**src/rtl/acc_cpu_pkg.sv**
```systemverilog
package acc_cpu_pkg;

    localparam int OPC_W = 4;

    localparam logic [OPC_W-1:0] OPC_HALT  = 4'h0;
    localparam logic [OPC_W-1:0] OPC_LOAD  = 4'h1;
    localparam logic [OPC_W-1:0] OPC_STORE = 4'h2;
    localparam logic [OPC_W-1:0] OPC_ADD   = 4'h5;
    localparam logic [OPC_W-1:0] OPC_RET   = 4'hF;

    typedef enum logic [3:0] {
        ST_FETCH_ADDR,
        ST_FETCH_READ,
        ST_FETCH_LATCH,
        ST_DECODE,
        ST_OPND_READ,
        ST_OPND_LATCH,
        ST_ACC_UPDATE,
        ST_WRITE,
        ST_IRQ_CHECK,
        ST_STOPPED
    } cpu_state_t;

    typedef struct packed {
        logic mar_from_pc;
        logic mar_from_ir;
        logic pc_inc;
        logic ir_load;
        logic mbr_from_mem;
        logic mbr_from_ac;
        logic ac_load;
        logic ac_add;
        logic mem_we;
        logic ret;
        logic irq_take;
    } ctrl_t;

endpackage

```
**src/rtl/acc_cpu_smadd.sv**
```systemverilog
module acc_cpu_smadd #(
    parameter int DATA_W = 16
) (
    input  logic [DATA_W-1:0] a,
    input  logic [DATA_W-1:0] b,
    output logic [DATA_W-1:0] sum
);
    localparam int MAG_W = DATA_W - 1;

    logic             sign_a, sign_b, sign_r;
    logic [MAG_W-1:0] mag_a, mag_b, mag_r;

    assign sign_a = a[DATA_W-1];
    assign sign_b = b[DATA_W-1];
    assign mag_a  = a[MAG_W-1:0];
    assign mag_b  = b[MAG_W-1:0];

    always_comb begin
        if (sign_a == sign_b) begin
            mag_r  = mag_a + mag_b;
            sign_r = sign_a;
        end else if (mag_a >= mag_b) begin
            mag_r  = mag_a - mag_b;
            sign_r = sign_a;
        end else begin
            mag_r  = mag_b - mag_a;
            sign_r = sign_b;
        end
        if (mag_r == '0) begin
            sign_r = 1'b0;
        end
    end

    assign sum = {sign_r, mag_r};

endmodule

```
**src/rtl/acc_cpu_fsm.sv**
```systemverilog
module acc_cpu_fsm
    import acc_cpu_pkg::*;
(
    input  logic             clk,
    input  logic             rst_n,
    input  logic [OPC_W-1:0] opcode,
    input  logic             irq,
    input  logic             irq_en,
    output ctrl_t            ctrl,
    output logic             halted
);
    cpu_state_t state_q, state_d;

    always_ff @(posedge clk) begin
        if (!rst_n) begin
            state_q <= ST_FETCH_ADDR;
        end else begin
            state_q <= state_d;
        end
    end

    always_comb begin
        state_d = state_q;
        unique case (state_q)
            ST_FETCH_ADDR:  state_d = ST_FETCH_READ;
            ST_FETCH_READ:  state_d = ST_FETCH_LATCH;
            ST_FETCH_LATCH: state_d = ST_DECODE;
            ST_DECODE: begin
                case (opcode)
                    OPC_LOAD,
                    OPC_ADD:   state_d = ST_OPND_READ;
                    OPC_STORE: state_d = ST_WRITE;
                    OPC_HALT:  state_d = ST_STOPPED;
                    default:   state_d = ST_IRQ_CHECK;
                endcase
            end
            ST_OPND_READ:   state_d = ST_OPND_LATCH;
            ST_OPND_LATCH:  state_d = ST_ACC_UPDATE;
            ST_ACC_UPDATE:  state_d = ST_IRQ_CHECK;
            ST_WRITE:       state_d = ST_IRQ_CHECK;
            ST_IRQ_CHECK:   state_d = ST_FETCH_ADDR;
            ST_STOPPED:     state_d = ST_STOPPED;
            default:        state_d = ST_FETCH_ADDR;
        endcase
    end

    always_comb begin
        ctrl   = '0;
        halted = 1'b0;
        unique case (state_q)
            ST_FETCH_ADDR:  ctrl.mar_from_pc = 1'b1;
            ST_FETCH_READ:  ctrl.pc_inc = 1'b1;
            ST_FETCH_LATCH: begin
                ctrl.ir_load      = 1'b1;
                ctrl.mbr_from_mem = 1'b1;
            end
            ST_DECODE: begin
                case (opcode)
                    OPC_LOAD,
                    OPC_ADD:   ctrl.mar_from_ir = 1'b1;
                    OPC_STORE: begin
                        ctrl.mar_from_ir = 1'b1;
                        ctrl.mbr_from_ac = 1'b1;
                    end
                    OPC_RET:   ctrl.ret = 1'b1;
                    default:   ;
                endcase
            end
            ST_OPND_READ:   ;
            ST_OPND_LATCH:  ctrl.mbr_from_mem = 1'b1;
            ST_ACC_UPDATE: begin
                if (opcode == OPC_LOAD) ctrl.ac_load = 1'b1;
                else                    ctrl.ac_add  = 1'b1;
            end
            ST_WRITE:       ctrl.mem_we = 1'b1;
            ST_IRQ_CHECK:   ctrl.irq_take = irq && irq_en;
            ST_STOPPED:     halted = 1'b1;
            default:        ;
        endcase
    end


    halt_hold_chk: assert property (@(posedge clk) disable iff (!rst_n)
        halted |=> halted);


    halt_no_write_chk: assert property (@(posedge clk) disable iff (!rst_n)
        halted |-> !ctrl.mem_we);


    we_single_chk: assert property (@(posedge clk) disable iff (!rst_n)
        ctrl.mem_we |=> !ctrl.mem_we);

endmodule

```
**src/rtl/acc_cpu_datapath.sv**
```systemverilog
module acc_cpu_datapath
    import acc_cpu_pkg::*;
#(
    parameter int               ADDR_W     = 12,
    parameter logic [ADDR_W-1:0] RESET_PC   = 'h300,
    parameter logic [ADDR_W-1:0] HANDLER_PC = 'h010,
    localparam int              DATA_W     = OPC_W + ADDR_W
) (
    input  logic              clk,
    input  logic              rst_n,
    input  ctrl_t             ctrl,
    input  logic [DATA_W-1:0] mem_rdata,
    input  logic [DATA_W-1:0] sum,
    output logic [OPC_W-1:0]  opcode,
    output logic              irq_en,
    output logic [ADDR_W-1:0] mem_addr,
    output logic [DATA_W-1:0] mem_wdata,
    output logic [DATA_W-1:0] ac,
    output logic [DATA_W-1:0] mbr
);
    logic [ADDR_W-1:0] pc_q, mar_q, ret_pc_q;
    logic [DATA_W-1:0] ir_q, ac_q, mbr_q;
    logic              ien_q;

    always_ff @(posedge clk) begin
        if (!rst_n) begin
            pc_q     <= RESET_PC;
            ret_pc_q <= RESET_PC;
            mar_q    <= '0;
            ir_q     <= '0;
            ac_q     <= '0;
            mbr_q    <= '0;
            ien_q    <= 1'b1;
        end else begin
            if (ctrl.irq_take)    pc_q <= HANDLER_PC;
            else if (ctrl.ret)    pc_q <= ret_pc_q;
            else if (ctrl.pc_inc) pc_q <= pc_q + 1'b1;

            if (ctrl.mar_from_pc)      mar_q <= pc_q;
            else if (ctrl.mar_from_ir) mar_q <= ir_q[ADDR_W-1:0];

            if (ctrl.mbr_from_mem)     mbr_q <= mem_rdata;
            else if (ctrl.mbr_from_ac) mbr_q <= ac_q;

            if (ctrl.ir_load) ir_q <= mem_rdata;

            if (ctrl.ac_load)     ac_q <= mbr_q;
            else if (ctrl.ac_add) ac_q <= sum;

            if (ctrl.irq_take) ret_pc_q <= pc_q;

            if (ctrl.irq_take) ien_q <= 1'b0;
            else if (ctrl.ret) ien_q <= 1'b1;
        end
    end

    assign opcode    = ir_q[DATA_W-1 -: OPC_W];
    assign irq_en    = ien_q;
    assign mem_addr  = mar_q;
    assign mem_wdata = mbr_q;
    assign ac        = ac_q;
    assign mbr       = mbr_q;


    irq_entry_chk: assert property (@(posedge clk) disable iff (!rst_n)
        ctrl.irq_take |=> (pc_q == HANDLER_PC) && !ien_q && (ret_pc_q == $past(pc_q)));


    ret_restore_chk: assert property (@(posedge clk) disable iff (!rst_n)
        ctrl.ret |=> (pc_q == $past(ret_pc_q)) && ien_q);


    pc_step_chk: assert property (@(posedge clk) disable iff (!rst_n)
        ctrl.pc_inc |=> pc_q == $past(pc_q) + 1'b1);


    no_neg_zero_chk: assert property (@(posedge clk) disable iff (!rst_n)
        ctrl.ac_add |=> ac_q != {1'b1, {(DATA_W-1){1'b0}}});


    store_data_chk: assert property (@(posedge clk) disable iff (!rst_n)
        ctrl.mem_we |-> mbr_q == ac_q);

endmodule

```
**src/rtl/acc_cpu.sv**
```systemverilog
module acc_cpu
    import acc_cpu_pkg::*;
#(
    parameter int               ADDR_W     = 12,
    parameter logic [ADDR_W-1:0] RESET_PC   = 'h300,
    parameter logic [ADDR_W-1:0] HANDLER_PC = 'h010,
    localparam int              DATA_W     = OPC_W + ADDR_W
) (
    input  logic              clk,
    input  logic              rst_n,
    output logic [ADDR_W-1:0] mem_addr,
    output logic              mem_we,
    output logic [DATA_W-1:0] mem_wdata,
    input  logic [DATA_W-1:0] mem_rdata,
    input  logic              irq,
    output logic              irq_ack,
    output logic              halted
);
    ctrl_t             ctrl;
    logic [OPC_W-1:0]  opcode;
    logic              irq_en;
    logic [DATA_W-1:0] ac, mbr, sum;

    acc_cpu_fsm u_fsm (
        .clk    (clk),
        .rst_n  (rst_n),
        .opcode (opcode),
        .irq    (irq),
        .irq_en (irq_en),
        .ctrl   (ctrl),
        .halted (halted)
    );

    acc_cpu_datapath #(
        .ADDR_W     (ADDR_W),
        .RESET_PC   (RESET_PC),
        .HANDLER_PC (HANDLER_PC)
    ) u_datapath (
        .clk       (clk),
        .rst_n     (rst_n),
        .ctrl      (ctrl),
        .mem_rdata (mem_rdata),
        .sum       (sum),
        .opcode    (opcode),
        .irq_en    (irq_en),
        .mem_addr  (mem_addr),
        .mem_wdata (mem_wdata),
        .ac        (ac),
        .mbr       (mbr)
    );

    acc_cpu_smadd #(
        .DATA_W (DATA_W)
    ) u_smadd (
        .a   (ac),
        .b   (mbr),
        .sum (sum)
    );

    assign mem_we  = ctrl.mem_we;
    assign irq_ack = ctrl.irq_take;


    ack_pulse_chk: assert property (@(posedge clk) disable iff (!rst_n)
        irq_ack |=> !irq_ack);

endmodule

```
**config.mk**
```make
export PLATFORM = sky130hd
export DESIGN_NAME = acc_cpu
export DESIGN_NICKNAME = d
export VERILOG_FILES = /design/src/rtl/acc_cpu_pkg.sv /design/src/rtl/acc_cpu_smadd.sv /design/src/rtl/acc_cpu_fsm.sv /design/src/rtl/acc_cpu_datapath.sv /design/src/rtl/acc_cpu.sv
export SDC_FILE = /design/constraint.sdc
export NUM_CORES = 1
export LEC_CHECK = 0
export ABC_AREA = 1
export BUFFER_PORTS_ARGS = -buffer_cell sky130_fd_sc_hd__buf_4
export CORE_MARGIN = 2
export CORE_UTILIZATION = 40
export CTS_BUF_LIST = sky130_fd_sc_hd__clkbuf_8
export CTS_CLUSTER_SIZE = 25
export DETAILED_ROUTE_END_ITERATION = 8
export PLACE_DENSITY_LB_ADDON = 0.3
export SETUP_SLACK_MARGIN = 0.4
export SKIP_CTS_REPAIR_TIMING = 1
export SYNTH_ARGS = -nofsm -noshare
export SYNTH_HDL_FRONTEND = slang
export SYNTH_HIERARCHICAL = 1
export SYNTH_SLANG_ARGS = --single-unit
```
**constraint.sdc**
```tcl
create_clock -name clk -period 3.7 [get_ports clk]
set_input_delay 0.74 -clock clk [delete_from_list [all_inputs] [get_ports clk]]
set_output_delay 0.74 -clock clk [all_outputs]
set_load 0.02 [all_outputs]
```
; Yosys cells after proc, flatten, opt, wreduce, memory -nomap -nowiden
; Cells that the tools add are included.
[word_totals]
reg_bits = 89
inputBits = 19
out_inout_bits = 31
[classes]
n_addsub = 4
n_lt_le_gt_ge = 1
eq_ne = 16
muxes = 34
bitwise = 1
reduce_logical = 16
[op_table]
columns = operator, n
row1 = $mux 16, 4
row2 = $mux 12, 4
row3 = $pmux 4 s8, 1
row4 = $mux 15, 2
row5 = $sub 15x15->15, 2
row6 = $eq 4x3->1 const B, 5
row7 = $mux 1, 20
row8 = $add 15x15->15, 1
row9 = $ge 15x15->1, 1
row10 = $logic_not 15->1, 1
row11 = $add 12x1->12 const B, 1
row12 = $eq 4x2->1 const B, 3
row13 = $eq 4x4->1 const B, 3
row14 = $pmux 4 s3, 1
row15 = $mux 10, 1
row16 = $reduce_bool 2->1, 5
row17 = $eq 4x1->1 const B, 2
row18 = $logic_not 4->1, 2
row19 = $reduce_or 2->1, 4
row20 = $ne 3x3->1 const B, 2
row21 = $reduce_and 3->1, 1
row22 = $reduce_bool 3->1, 1
row23 = $reduce_or 3->1, 1
row24 = $mux 2, 1
row25 = other kinds (3), 3

; Depth between registers and ports, before layout
; Gate-level depths: netlist of run 1.
[depth]
ltp_word = 7
ltp_mapped = 22

; Cells and area by module
; Netlist of run 1, hierarchy kept.
[by_module_without_submodules]
columns = mod, n_inst, cells_each, area_each_um2, seq_area_each_um2
row1 = acc_cpu_datapath, 1, 452, 3686.0, 1701.6
row2 = acc_cpu_smadd, 1, 609, 3190.6, 0.0
row3 = acc_cpu_fsm, 1, 66, 345.3, 80.1

; Least setup slack after synthesis of run 1
; Ideal clock, no wire load.
[synth_path]
path_kind = register to register
from = register u_datapath.ac_q[1], in the netlist u_datapath/ac[1]
to = register u_datapath.ac_q[15], in the netlist u_datapath/ac[15]
setup_time_ps = 118
t_arrival_ps = 2420
required_ps = 3582
slack_ps = 1162
stages_incl_launch_ff = 21
n_path_buf = 2
path_cell_list = dfxtp_1 -> inv_1 -> ha_1 -> nand3_1 -> nand2_1 -> nand2_1 -> nand2_2 -> nand2_4 -> nand3_4 -> buf_8 -> nand2_1 -> nand3_1 -> nand2_1 -> nand2_1 -> nor2_1 -> nand3_1 -> nor2_1 -> nor2_1 -> buf_4 -> nor3_1 -> nor2_1
[synth_between]
elab_chain_cells = 7
[synth_rtl]
columns = item, line_no
row1 = from (decl), acc_cpu_datapath.sv:22  ; logic [DATA_W-1:0] ir_q, ac_q, mbr_q;
row2 = from (signal assigned), acc_cpu_datapath.sv:47  ; if (ctrl.ac_load) ac_q <= mbr_q;
row3 = from (signal assigned), acc_cpu_datapath.sv:48  ; else if (ctrl.ac_add) ac_q <= sum;
row4 = $sub 15x15->15 (tied with other cells), acc_cpu_smadd.sv:26  ; mag_r = mag_b - mag_a;
row5 = $mux 15, acc_cpu_smadd.sv:22  ; end else if (mag_a >= mag_b) begin
row6 = $mux 15 *, acc_cpu_smadd.sv:19  ; if (sign_a == sign_b) begin
row7 = $logic_not 15->1 *, acc_cpu_smadd.sv:29  ; if (mag_r == '0) begin
row8 = $mux 1 *, acc_cpu_smadd.sv:29
row9 = named net u_smadd.sign_r, acc_cpu_smadd.sv:10  ; logic sign_a, sign_b, sign_r;
row10 = $mux 16 *, acc_cpu_datapath.sv:48
row11 = $mux 16 *, acc_cpu_datapath.sv:47
; The timed path passes the listed nets; every way through them passes the cells marked *. The select of a mux whose other input is x is not followed.
; A chain may end at the register's enable or synchronous reset.

; Final worst setup path of run 1
[layout_path]
from = register u_datapath.mbr_q[2], in the netlist u_datapath/mbr[2]
to = register u_datapath.ac_q[15], in the netlist u_datapath/ac[15]
[layout_between]
elab_chain_cells = 7
[layout_rtl]
columns = item, line_no
row1 = from (decl), acc_cpu_datapath.sv:22
row2 = from (signal assigned), acc_cpu_datapath.sv:42  ; if (ctrl.mbr_from_mem) mbr_q <= mem_rdata;
row3 = from (signal assigned), acc_cpu_datapath.sv:43  ; else if (ctrl.mbr_from_ac) mbr_q <= ac_q;
row4 = $sub 15x15->15 (tied with other cells), acc_cpu_smadd.sv:26
row5 = $mux 15, acc_cpu_smadd.sv:22
row6 = $mux 15 *, acc_cpu_smadd.sv:19
row7 = $logic_not 15->1 *, acc_cpu_smadd.sv:29
row8 = $mux 1 *, acc_cpu_smadd.sv:29
row9 = named net sum[15], acc_cpu.sv:22  ; logic [DATA_W-1:0] ac, mbr, sum;
row10 = $mux 16 *, acc_cpu_datapath.sv:48
row11 = $mux 16 *, acc_cpu_datapath.sv:47
; Marked as above.

==> impl_metrics.csv, run 1 <==
group,metric,value,unit
global_routing,overflow,0,
final_layout,nFillCells,1918,
cts,cts_tree,"built",
final_layout,synthToLayoutAreaGrowth,6.96,%
die,initial_core_util,40.5,%
drt,drtPass1Iterations,6,
sta,finalSetupViolCount,0,
setup_path,critPathLaunchType,"flop",
sta,slew_headroom,53.3,%
sta,timing.final.ws_setup,0.705,ns
sta,tightest_slew,0.700,ns
drt,via_per_inst,5.31,
final_layout,mostFrequentLayoutCell,"nand2_1",
cts,clk_pin_slew,0.10,ns
place,port_buffers,49,
sta,fin_crit_sh,80.9,%
final_layout,drive_gt1_share,12.6,%
drt,wl_per_cell,16.1,µm
setup_path,r2r_slack,0.71,ns
setup_path,endpoint_kind,"flop",
place,dpl_cell_area,7500,µm²
sta,period_minus_slack,2.99,ns
cts,cts-htree-levels,3,
yosys,ys_ff_latch,89,
yosys,synth-edff-count,0,
drt,totalWireLength,21.9,mm
setup_path,reg2reg_to,"u_datapath/ac[15]",
place,gp_congestion,0.989,
hold_path,hold_class,"flop to flop",
setup_path,worstRegToRegCells,17,
yosys,syn_inst,1127,
final_layout,final_cell_mix,"nand2_1 (276), inv_1 (149), nor2_1 (104), dfxtp_1 (87), nand3_1 (83)",
yosys,synthesis.nets,1197,
drt,vias,7238,
die,die_h,138,µm
die,fp-row-count,49,
setup_path,worstPathRequired,3.97,ns
setup_path,cp-startpoint,"u_datapath/mbr[2]",
drt,dr.first_iter.drc_count,529,
setup_path,worstPathMaxFanout,17,
setup_path,slowest_stage,"dfxtp_1",
final_layout,diodes,0,
drt,drtAntennaViolNets,0,
sta,slew_violations,0,
outcome,status,"finished, final reports clean",
global_routing,antenna_found_initial,0,
yosys,synth-seq-area-share,24.7,%
die,io-pin-count,50,
cts,cts-root-buf,"clkbuf_8",
yosys,ys_async_sr_fraction,0,%
sta,rsz0062_at_grt,"no",
global_routing,grt_util_all_layers,22.8,%
cts,clock_latency,0.38,ns
yosys,yosysWarnings,6,
setup_path,crit_end,"u_datapath/ac[15]",
place,hpwl,17.0,mm
cts,cts_num_sinks,89,
final_layout,final_util,43.3,%
die,core,17800,µm²
yosys,netlist_area,7220,µm²
global_routing,grt_pass1_wl,35.7,mm
die,die_x,138,µm
global_routing,grt_max_degree,48,
job,drv_cap,0,
die,die-area,19100,µm²
final_layout,fin_nets,1198,
setup_path,path_class,"flop to flop",
final_layout,seq_area,1780,µm²
final_layout,stdcell_area,7720,µm²
pwr,p_per_area,808,nW/µm²
final_layout,multi_input_area,4390,µm²
pwr,ir_drop,0.520,mV
yosys,synth_ff_type,"dfxtp_1",
sta,fmax,0.334,GHz
setup_path,r2r_start,"u_datapath/mbr[2]",
setup_path,critPathArrivalTime,3.26,ns
sta,clock_skew,0.0142,ns
global_routing,grt_pass1_vias,6758,
setup_path,path_cells,"ha_2 -> a21oi_1 -> nand2_1 -> nand2_1 -> nand2_2 -> nand2_4 -> nand3_4 -> nand2_1 -> nand2_1 -> a21oi_1 -> nand2_1 -> nor2_1 -> nand3_1 -> nor2_1 -> nor2_1 -> nor3_1 -> nor2_1",
pwr,p_leak,3.89,nW
setup_path,max_stage_delay,0.51,ns
yosys,synthDistinctLibCells,38,
drt,remaining_drc_errors,0,
sta,fin_tns_setup,0,ns
place,dp_slack,0.618,ns
yosys,syn_area_per_cell,6.41,µm²
sta,hold_viol_final,0,
setup_path,cp_common_cell,"nand2_1",
cts,cts_buffers,9,
cts,cts.path.max_buffers,2,
## how the worst min path moves through the flow
stage | from | end | slack [ns] | cells after the start
after floorplan | u_datapath/ir_q[0] | u_datapath/ir_q[0] | 0.43 | 2
after global placement | u_datapath/ir_q[5] | u_datapath/ir_q[5] | 0.45 | 2
after detailed placement | u_datapath/ir_q[1] | u_datapath/ir_q[1] | 0.45 | 2
after CTS | u_datapath/ir_q[5] | u_datapath/ir_q[5] | 0.46 | 2
after global routing | u_datapath/ir_q[3] | u_datapath/mem_addr[3] | 0.48 | 2
final | u_datapath/ir_q[8] | u_datapath/ir_q[8] | 0.46 | 2
## metal layers
metal	routed length, µm	vias to the layer above	global-route usage, %
met5	0	-	0
met4	754	0	8.11
met3	1040	46	3.57
met2	9890	222	36.3
met1	10200	3312	31.4
li1	-	3658	-
## registers in the layout (all words and copies together), names as in the netlist
| name | flops |
|---|---|
| u_datapath/irq_en | 1 |
| u_fsm/state_q | 4 |
| u_datapath/mbr | 16 |
| u_datapath/ret_pc_q | 12 |
| u_datapath/ac | 16 |
| u_datapath/pc_q | 12 |
| u_datapath/ir_q | 16 |
| u_datapath/mem_addr | 12 |
## cell families (layout without fill, tap and decap cells)
logic type      Yosys count  after routing  synth area share (%)
fa+ha+maj                51             51                  9.15
simple gates            559            559                  34.0
xor+xnor                 14             14                  1.80
compound gates          178            178                  15.4
mux                       1              1                 0.139
flops                    89             89                  24.7
buf+inv                 235            241                  14.8
## layout make-up
| type | count | share of cell area, % |
|---|---|---|
| sequential | 89 | 23.1 |
| clock inverter | 7 | 1.13 |
| clock buffer | 9 | 1.60 |
| inverter | 170 | 8.26 |
| tap | 229 | 3.71 |
| timing repair buffer | 55 | 5.34 |
| multi-input combinational | 803 | 56.9 |
## cells in the mapped netlist (3+ instances only)
master,count,area [µm²]
a22oi_1,4,30.0
fa_1,3,60.1
nand3_1,83,415
nand2_4,3,33.8
dfxtp_1,89,1780
a31oi_1,15,93.8
buf_2,13,65.1
nand2_1,276,1040
nor3_1,38,190
inv_1,149,559
o21ai_0,42,210
nand2_2,15,93.8
a21oi_1,62,310
a21oi_2,4,35.0
buf_4,33,248
nor2_4,4,45.0
nor2_1,104,390
xor2_1,13,114
nand4_1,18,113
o21bai_1,3,22.5
nor2_2,12,75.1
buf_6,5,56.3
ha_1,48,601
o221ai_1,44,385
inv_2,20,75.1
nand3_2,3,30.0
clkbuf_1,13,48.8
## critical path: cells and delay by family, from the launching register on
kind	cells	cell delay, ns
and+or+nand+nor	14	1.54
adders and majority gates	1	0.44
AOI/OAI and AO/OA	2	0.38
DFF	1	0.51
## power breakdown
group	internal (mW)	switching, mW	total (mW)
sequential	1.17	0.237	1.40
clock	0.326	0.394	0.720
combinational	1.33	2.78	4.12
total	2.83	3.42	6.24
## metrics by stage
stage          hold slack (ns)  instances  total power, mW
6_report                 0.462       1362             6.24
3_5_place_dp             0.451       1346             5.45
5_1_grt                  0.481       1362             6.83
3_3_place_gp             0.445       1346             5.46
4_1_cts                  0.464       1362             6.19
2_1_floorplan            0.433       1127             4.59
(Power assumes the default switching activity.)
==> run 2, diff against run 1 <==
==> constraint.sdc (replaced) <==
create_clock -name clk -period 2.6 [get_ports clk]
set_input_delay 0.52 -clock clk [delete_from_list [all_inputs] [get_ports clk]]
set_output_delay 0.52 -clock clk [all_outputs]
set_load 0.02 [all_outputs]
==> run 2 against run 1 <==
  * Maximum frequency rose by 20%
  * Register-to-register slack got worse by 0.59 ns
  * Die area unchanged
  * Core utilization is 8.2 points higher
  * Critical path depth is 2 higher
  * Count of clock-buffer cells in the layout is 2 higher
  * Sequential power up 41%
  * Global-route usage grew 1.0 points
  * Via count increased by 8.2%
  * Largest power group unchanged
  * Highest routed layer unchanged
==> impl_metrics.csv, run 2 (synthesis gave the netlist of run 1 again) <==
group,metric,value,unit
final_layout,synthToLayoutAreaGrowth,27.3,%
place,hpwl,18.0,mm
cts,cts_buffers,9,
cts,cts-root-buf,"clkbuf_8",
final_layout,diodes,0,
global_routing,grt_pass1_wl,36.9,mm
global_routing,grt_max_degree,33,
die,die_h,138,µm
place,dp_slack,-0.122,ns
final_layout,seq_area,1850,µm²
cts,clock_latency,0.38,ns
die,die-area,19100,µm²
setup_path,r2r_start,"u_datapath/ac[1]",
sta,slew_headroom,47.1,%
cts,clk_pin_slew,0.10,ns
final_layout,final_cell_mix,"nand2_1 (230), buf_4 (151), inv_1 (140), nor2_1 (93), nand3_1 (70)",
setup_path,endpoint_kind,"flop",
setup_path,critPathArrivalTime,2.76,ns
global_routing,grt_util_all_layers,23.8,%
sta,clock_skew,0.0206,ns
pwr,ir_drop,0.717,mV
sta,period_minus_slack,2.49,ns
die,core,17800,µm²
global_routing,overflow,0,
hold_path,worstHoldPathCells,3,
drt,drtAntennaViolNets,0,
place,place_inst,1426,
drt,remaining_drc_errors,0,
sta,hold_viol_final,0,
drt,vias,7831,
final_layout,multi_input_area,4970,µm²
global_routing,grt_pass1_vias,7208,
final_layout,mostFrequentLayoutCell,"nand2_1",
cts,cts-htree-levels,3,
final_layout,drive_gt1_share,31.8,%
hold_path,hold_end,"u_datapath/ir_q[15]",
die,die_x,138,µm
sta,fmax,0.402,GHz
pwr,p_leak,4.51,nW
outcome,status,"finished, final reports clean",
cts,cts_tree,"built",
hold_path,hold_class,"primary input to flop",
die,io-pin-count,50,
place,dpl_cell_area,8240,µm²
drt,dr.first_iter.drc_count,515,
place,port_buffers,49,
setup_path,reg2reg_to,"u_datapath/ac[15]",
final_layout,fin_nets,1302,
sta,tightest_slew,0.792,ns
final_layout,stdcell_area,9190,µm²
hold_path,hold_path.startpoint,"mem_rdata[15]",
place,gp_congestion,1.04,
sta,rsz0062_at_grt,"yes",
final_layout,nFillCells,1795,
setup_path,r2r_slack,0.11,ns
setup_path,critPathLaunchType,"flop",
job,drv_cap,0,
pwr,p_per_area,1200,nW/µm²
sta,timing.final.ws_setup,0.112,ns
cts,cts_num_sinks,89,
final_layout,stdcell_count,1466,
die,fp-row-count,49,
die,initial_core_util,40.5,%
setup_path,worstRegToRegCells,19,
drt,via_per_inst,5.34,
global_routing,antenna_found_initial,0,
sta,slew_violations,0,
drt,wl_per_cell,16.3,µm
sta,fin_crit_sh,95.7,%
setup_path,worstPathMaxFanout,7,
drt,totalWireLength,23.9,mm
sta,finalSetupViolCount,0,
setup_path,path_class,"flop to flop",
drt,drtPass1Iterations,6,
cts,cts.path.max_buffers,2,
setup_path,worstPathRequired,2.87,ns
run 2: cell types whose count changed in the layout (fill, tap and decap cells not counted), moves of 20 or more:
cell,change
buf_4,+96
ha_1,-20
nand2_2,+42
nand2_1,-46
dfxtp_1,-28
run 2: where the power goes:
part / switching (mW) / total [mW] / internal [mW]
Combinational: 4.79 / 8.02 / 3.23
Sequential: 0.291 / 1.98 / 1.69
Clock: 0.519 / 1.01 / 0.496
Total: 5.60 / 11.0 / 5.41
run 2: critical path, stage by stage, from the launching register on:
cell and delay (ns):
dfxtp_4 0.36, buf_4 0.16, ha_2 0.20, a21oi_2 0.16, nand2_2 0.09, nand2_2 0.07, nand2_2 0.07, nand2_4 0.08
nand3_4 0.13, buf_12 0.18, nand2_2 0.05, nand2_2 0.05, a21oi_2 0.17, nand2_1 0.09, nor2_2 0.12, nand3_1 0.08
nor2_1 0.10, nor2_1 0.06, nor3_2 0.10, nor2_1 0.05
run 2: per-layer routing:
metal  routed length [µm]  track usage (%)  up-vias  share of wire (%)
met5                    0                0        -                  0
met4                  688             9.34        0                2.9
met3                 1440             4.09       47                6.0
met2                11700             40.5      271                 49
met1                10100             30.2     3639                 42
li1                     -                -     3874                  -
run 2: per-stage QoR:
step                hold slack, ns  setup TNS, ns  util, %  power [mW]
CTS                          0.366         -0.152     47.4        9.81
global route                 0.399        -0.0170     51.5        11.9
finish                       0.403              0     51.5        11.0
detailed placement           0.450         -0.122     46.2        8.75
floorplan                    0.433              0        -        6.67
global placement             0.444         -0.156     46.2        8.73
run 2: worst max-delay path by stage:
stage                           start                 to  slack (ns)  depth (start not counted)
floorplan            u_datapath/ac[8]  u_datapath/ac[15]        0.25                         21
global route         u_datapath/ac[1]  u_datapath/ac[15]       -0.02                         19
detailed placement  u_datapath/mbr[0]  u_datapath/ac[15]       -0.12                         16
finish               u_datapath/ac[1]  u_datapath/ac[15]        0.11                         19
global placement    u_datapath/mbr[0]  u_datapath/ac[15]       -0.16                         16
CTS                 u_datapath/mbr[0]  u_datapath/ac[15]       -0.15                         16
run 2: layout make-up:
cell class              count  area share (%)
repair buffers            159            13.5
clock buffers              11            1.65
inverters                 170            7.00
well taps                 229            3.12
multi-input cells         803            54.0
clock inverters             5           0.599
flip-flops and latches     89            20.1
==> run 3, diff against run 2 <==
--- a/config.mk
+++ b/config.mk
@@ -12,7 +12,7 @@
 export CTS_BUF_LIST = sky130_fd_sc_hd__clkbuf_8
 export CTS_CLUSTER_SIZE = 25
 export DETAILED_ROUTE_END_ITERATION = 8
-export PLACE_DENSITY_LB_ADDON = 0.3
+export PLACE_DENSITY_LB_ADDON = 0.1
 export SETUP_SLACK_MARGIN = 0.4
 export SKIP_CTS_REPAIR_TIMING = 1
 export SYNTH_ARGS = -nofsm -noshare
==> run 3 against run 2 <==
  * Clock skew fell by 0.0046 ns
  * Worst setup slack improved by 0.041 ns
  * Worst hold slack got worse by 0.018 ns
  * Critical path depth fell by 2
  * Combinational power rose by 0.7%
  * Die area did not move
  * Routed wire length rose by 1.8%
  * Sequential power barely moved
  * Cell count barely moved
  * Sequential cell count did not move
  * Via count fell by 1.1%
==> impl_metrics.csv, run 3 (synthesis gave the netlist of run 1 again) <==
group,metric,value,unit
outcome,status,"finished, final reports clean",
cts,cts_buffers,9,
sta,rsz0062_at_grt,"yes",
pwr,switching_share,51.8,%
setup_path,critPathArrivalTime,2.72,ns
pwr,p_int,5.30,mW
drt,drtPass1Iterations,5,
sta,timing.final.ws_setup,0.153,ns
cts,clk_pin_slew,0.10,ns
cts,clock_latency,0.38,ns
pwr,pwr-share-seq,18.0,%
sta,period_minus_slack,2.45,ns
global_routing,grt_util_all_layers,24.0,%
drt,remaining_drc_errors,0,
place,gp_congestion,0.964,
place,port_buffers,49,
die,io-pin-count,50,
sta,slew_violations,0,
die,die_x,138,µm
sta,tightest_slew,0.486,ns
die,fp-row-count,49,
die,die-area,19100,µm²
drt,vias,7747,
global_routing,overflow,0,
pwr,p_leak,4.46,nW
place,hpwl,18.4,mm
setup_path,slowest_stage,"dfxtp_4",
final_layout,final_cell_mix,"nand2_1 (224), buf_4 (148), inv_1 (132), nor2_1 (89), nand3_1 (71)",
setup_path,worstPathRequired,2.88,ns
setup_path,endpoint_kind,"flop",
hold_path,hold_class,"primary input to flop",
pwr,combinationalPowerShare,73.5,%
setup_path,max_stage_delay,0.39,ns
cts,cts_num_sinks,89,
setup_path,path_class,"flop to flop",
final_layout,synthToLayoutAreaGrowth,28.7,%
pwr,share_clk_of_total_power,8.5,%
setup_path,critPathLaunchType,"flop",
global_routing,grt_pass1_vias,7090,
drt,drtAntennaViolNets,0,
global_routing,grt_pass1_wl,37.2,mm
cts,cts_tree,"built",
die,die_h,138,µm
final_layout,final_util,52.1,%
sta,fin_crit_sh,94.1,%
sta,finalSetupViolCount,0,
setup_path,cp_common_cell,"nand2_1",
setup_path,worstPathMaxFanout,7,
sta,fin_tns_setup,0,ns
place,dp_slack,-0.111,ns
sta,clock_skew,0.0160,ns
drt,wl_per_cell,16.6,µm
sta,fmax,0.409,GHz
final_layout,mostFrequentLayoutCell,"nand2_1",
job,drv_cap,0,
setup_path,path_cells,"ha_4 -> nand2_4 -> buf_4 -> nor2_2 -> nand3_1 -> nand4_1 -> nand2_1 -> nand2_1 -> nand2_1 -> nand2_1 -> nand2_2 -> nor2_2 -> nand3_1 -> nor2_1 -> nor2_1 -> nor3_2 -> nor2_1",
pwr,ir_drop,0.923,mV
die,core,17800,µm²
drt,via_per_inst,5.28,
sta,hold_viol_final,0,
global_routing,antenna_found_initial,0,
drt,totalWireLength,24.4,mm
final_layout,drive_gt1_share,33.5,%
final_layout,fin_nets,1303,
sta,slew_headroom,67.5,%
place,place_inst,1413,
cts,cts-root-buf,"clkbuf_8",
cts,cts.path.max_buffers,2,
final_layout,stdcell_count,1467,
final_layout,diodes,0,
cts,cts-htree-levels,3,
drt,dr.first_iter.drc_count,541,
pwr,p_sw,5.70,mW
die,initial_core_util,40.5,%
global_routing,grt_max_degree,31,
sta,fin_hold_ws,0.385,ns
pwr,p_per_area,1180,nW/µm²
run 3: critical path, delay by kind of cell, from the launching register on:
family	cells	cell delay (ns)
buf+inv	1	0.15
flops	1	0.39
fa+ha+maj	1	0.35
simple gates	15	1.47
run 3: power by group through the flow:
stage | Combinational (mW) | Clock, mW | Sequential, mW
global placement | 6.70 | 0 | 1.97
floorplan | 4.66 | 0 | 2.01
finish | 8.08 | 0.940 | 1.98
CTS | 6.69 | 0.965 | 1.94
global route | 8.85 | 1.01 | 2.02
detailed placement | 6.65 | 0 | 1.97
run 3: area by class of cell:
cell class | count | area (µm²)
inverters | 170 | 662
flip-flops and latches | 89 | 1840
multi-input cells | 803 | 5080
clock inverters | 7 | 58.8
repair buffers | 160 | 1240
fillers | 1783 | 8540
clock buffers | 9 | 124
well taps | 229 | 287
run 3: stage by stage:
stage / area [µm²] / power, mW
floorplan: 7380 / 6.67
CTS: 8320 / 9.60
global placement: 8130 / 8.66
detailed placement: 8130 / 8.62
finish: 9300 / 11.0
global route: 9300 / 11.9
run 3: worst paths after layout:
check / start / endpoint / slack (ns) / depth (start not counted)
hold reg to reg: u_datapath/ir_q[7] / u_datapath/mem_addr[7] / 0.44 / 2
hold / removal: mem_rdata[15] / u_datapath/ir_q[15] / 0.39 / 3
setup reg to reg: u_datapath/mbr[6] / u_datapath/ac[15] / 0.15 / 17
setup / recovery: u_datapath/mbr[6] / u_datapath/ac[15] / 0.15 / 17
run 3: routing by layer:
metal	vias to the layer above	wire, µm	share of wire [%]	global-route usage (%)
li1	3866	-	-	-
met1	3603	10700	44	31.3
met2	227	11600	48	40.4
met3	51	1370	5.6	3.81
met4	0	727	3.0	8.49
met5	-	0	0	0
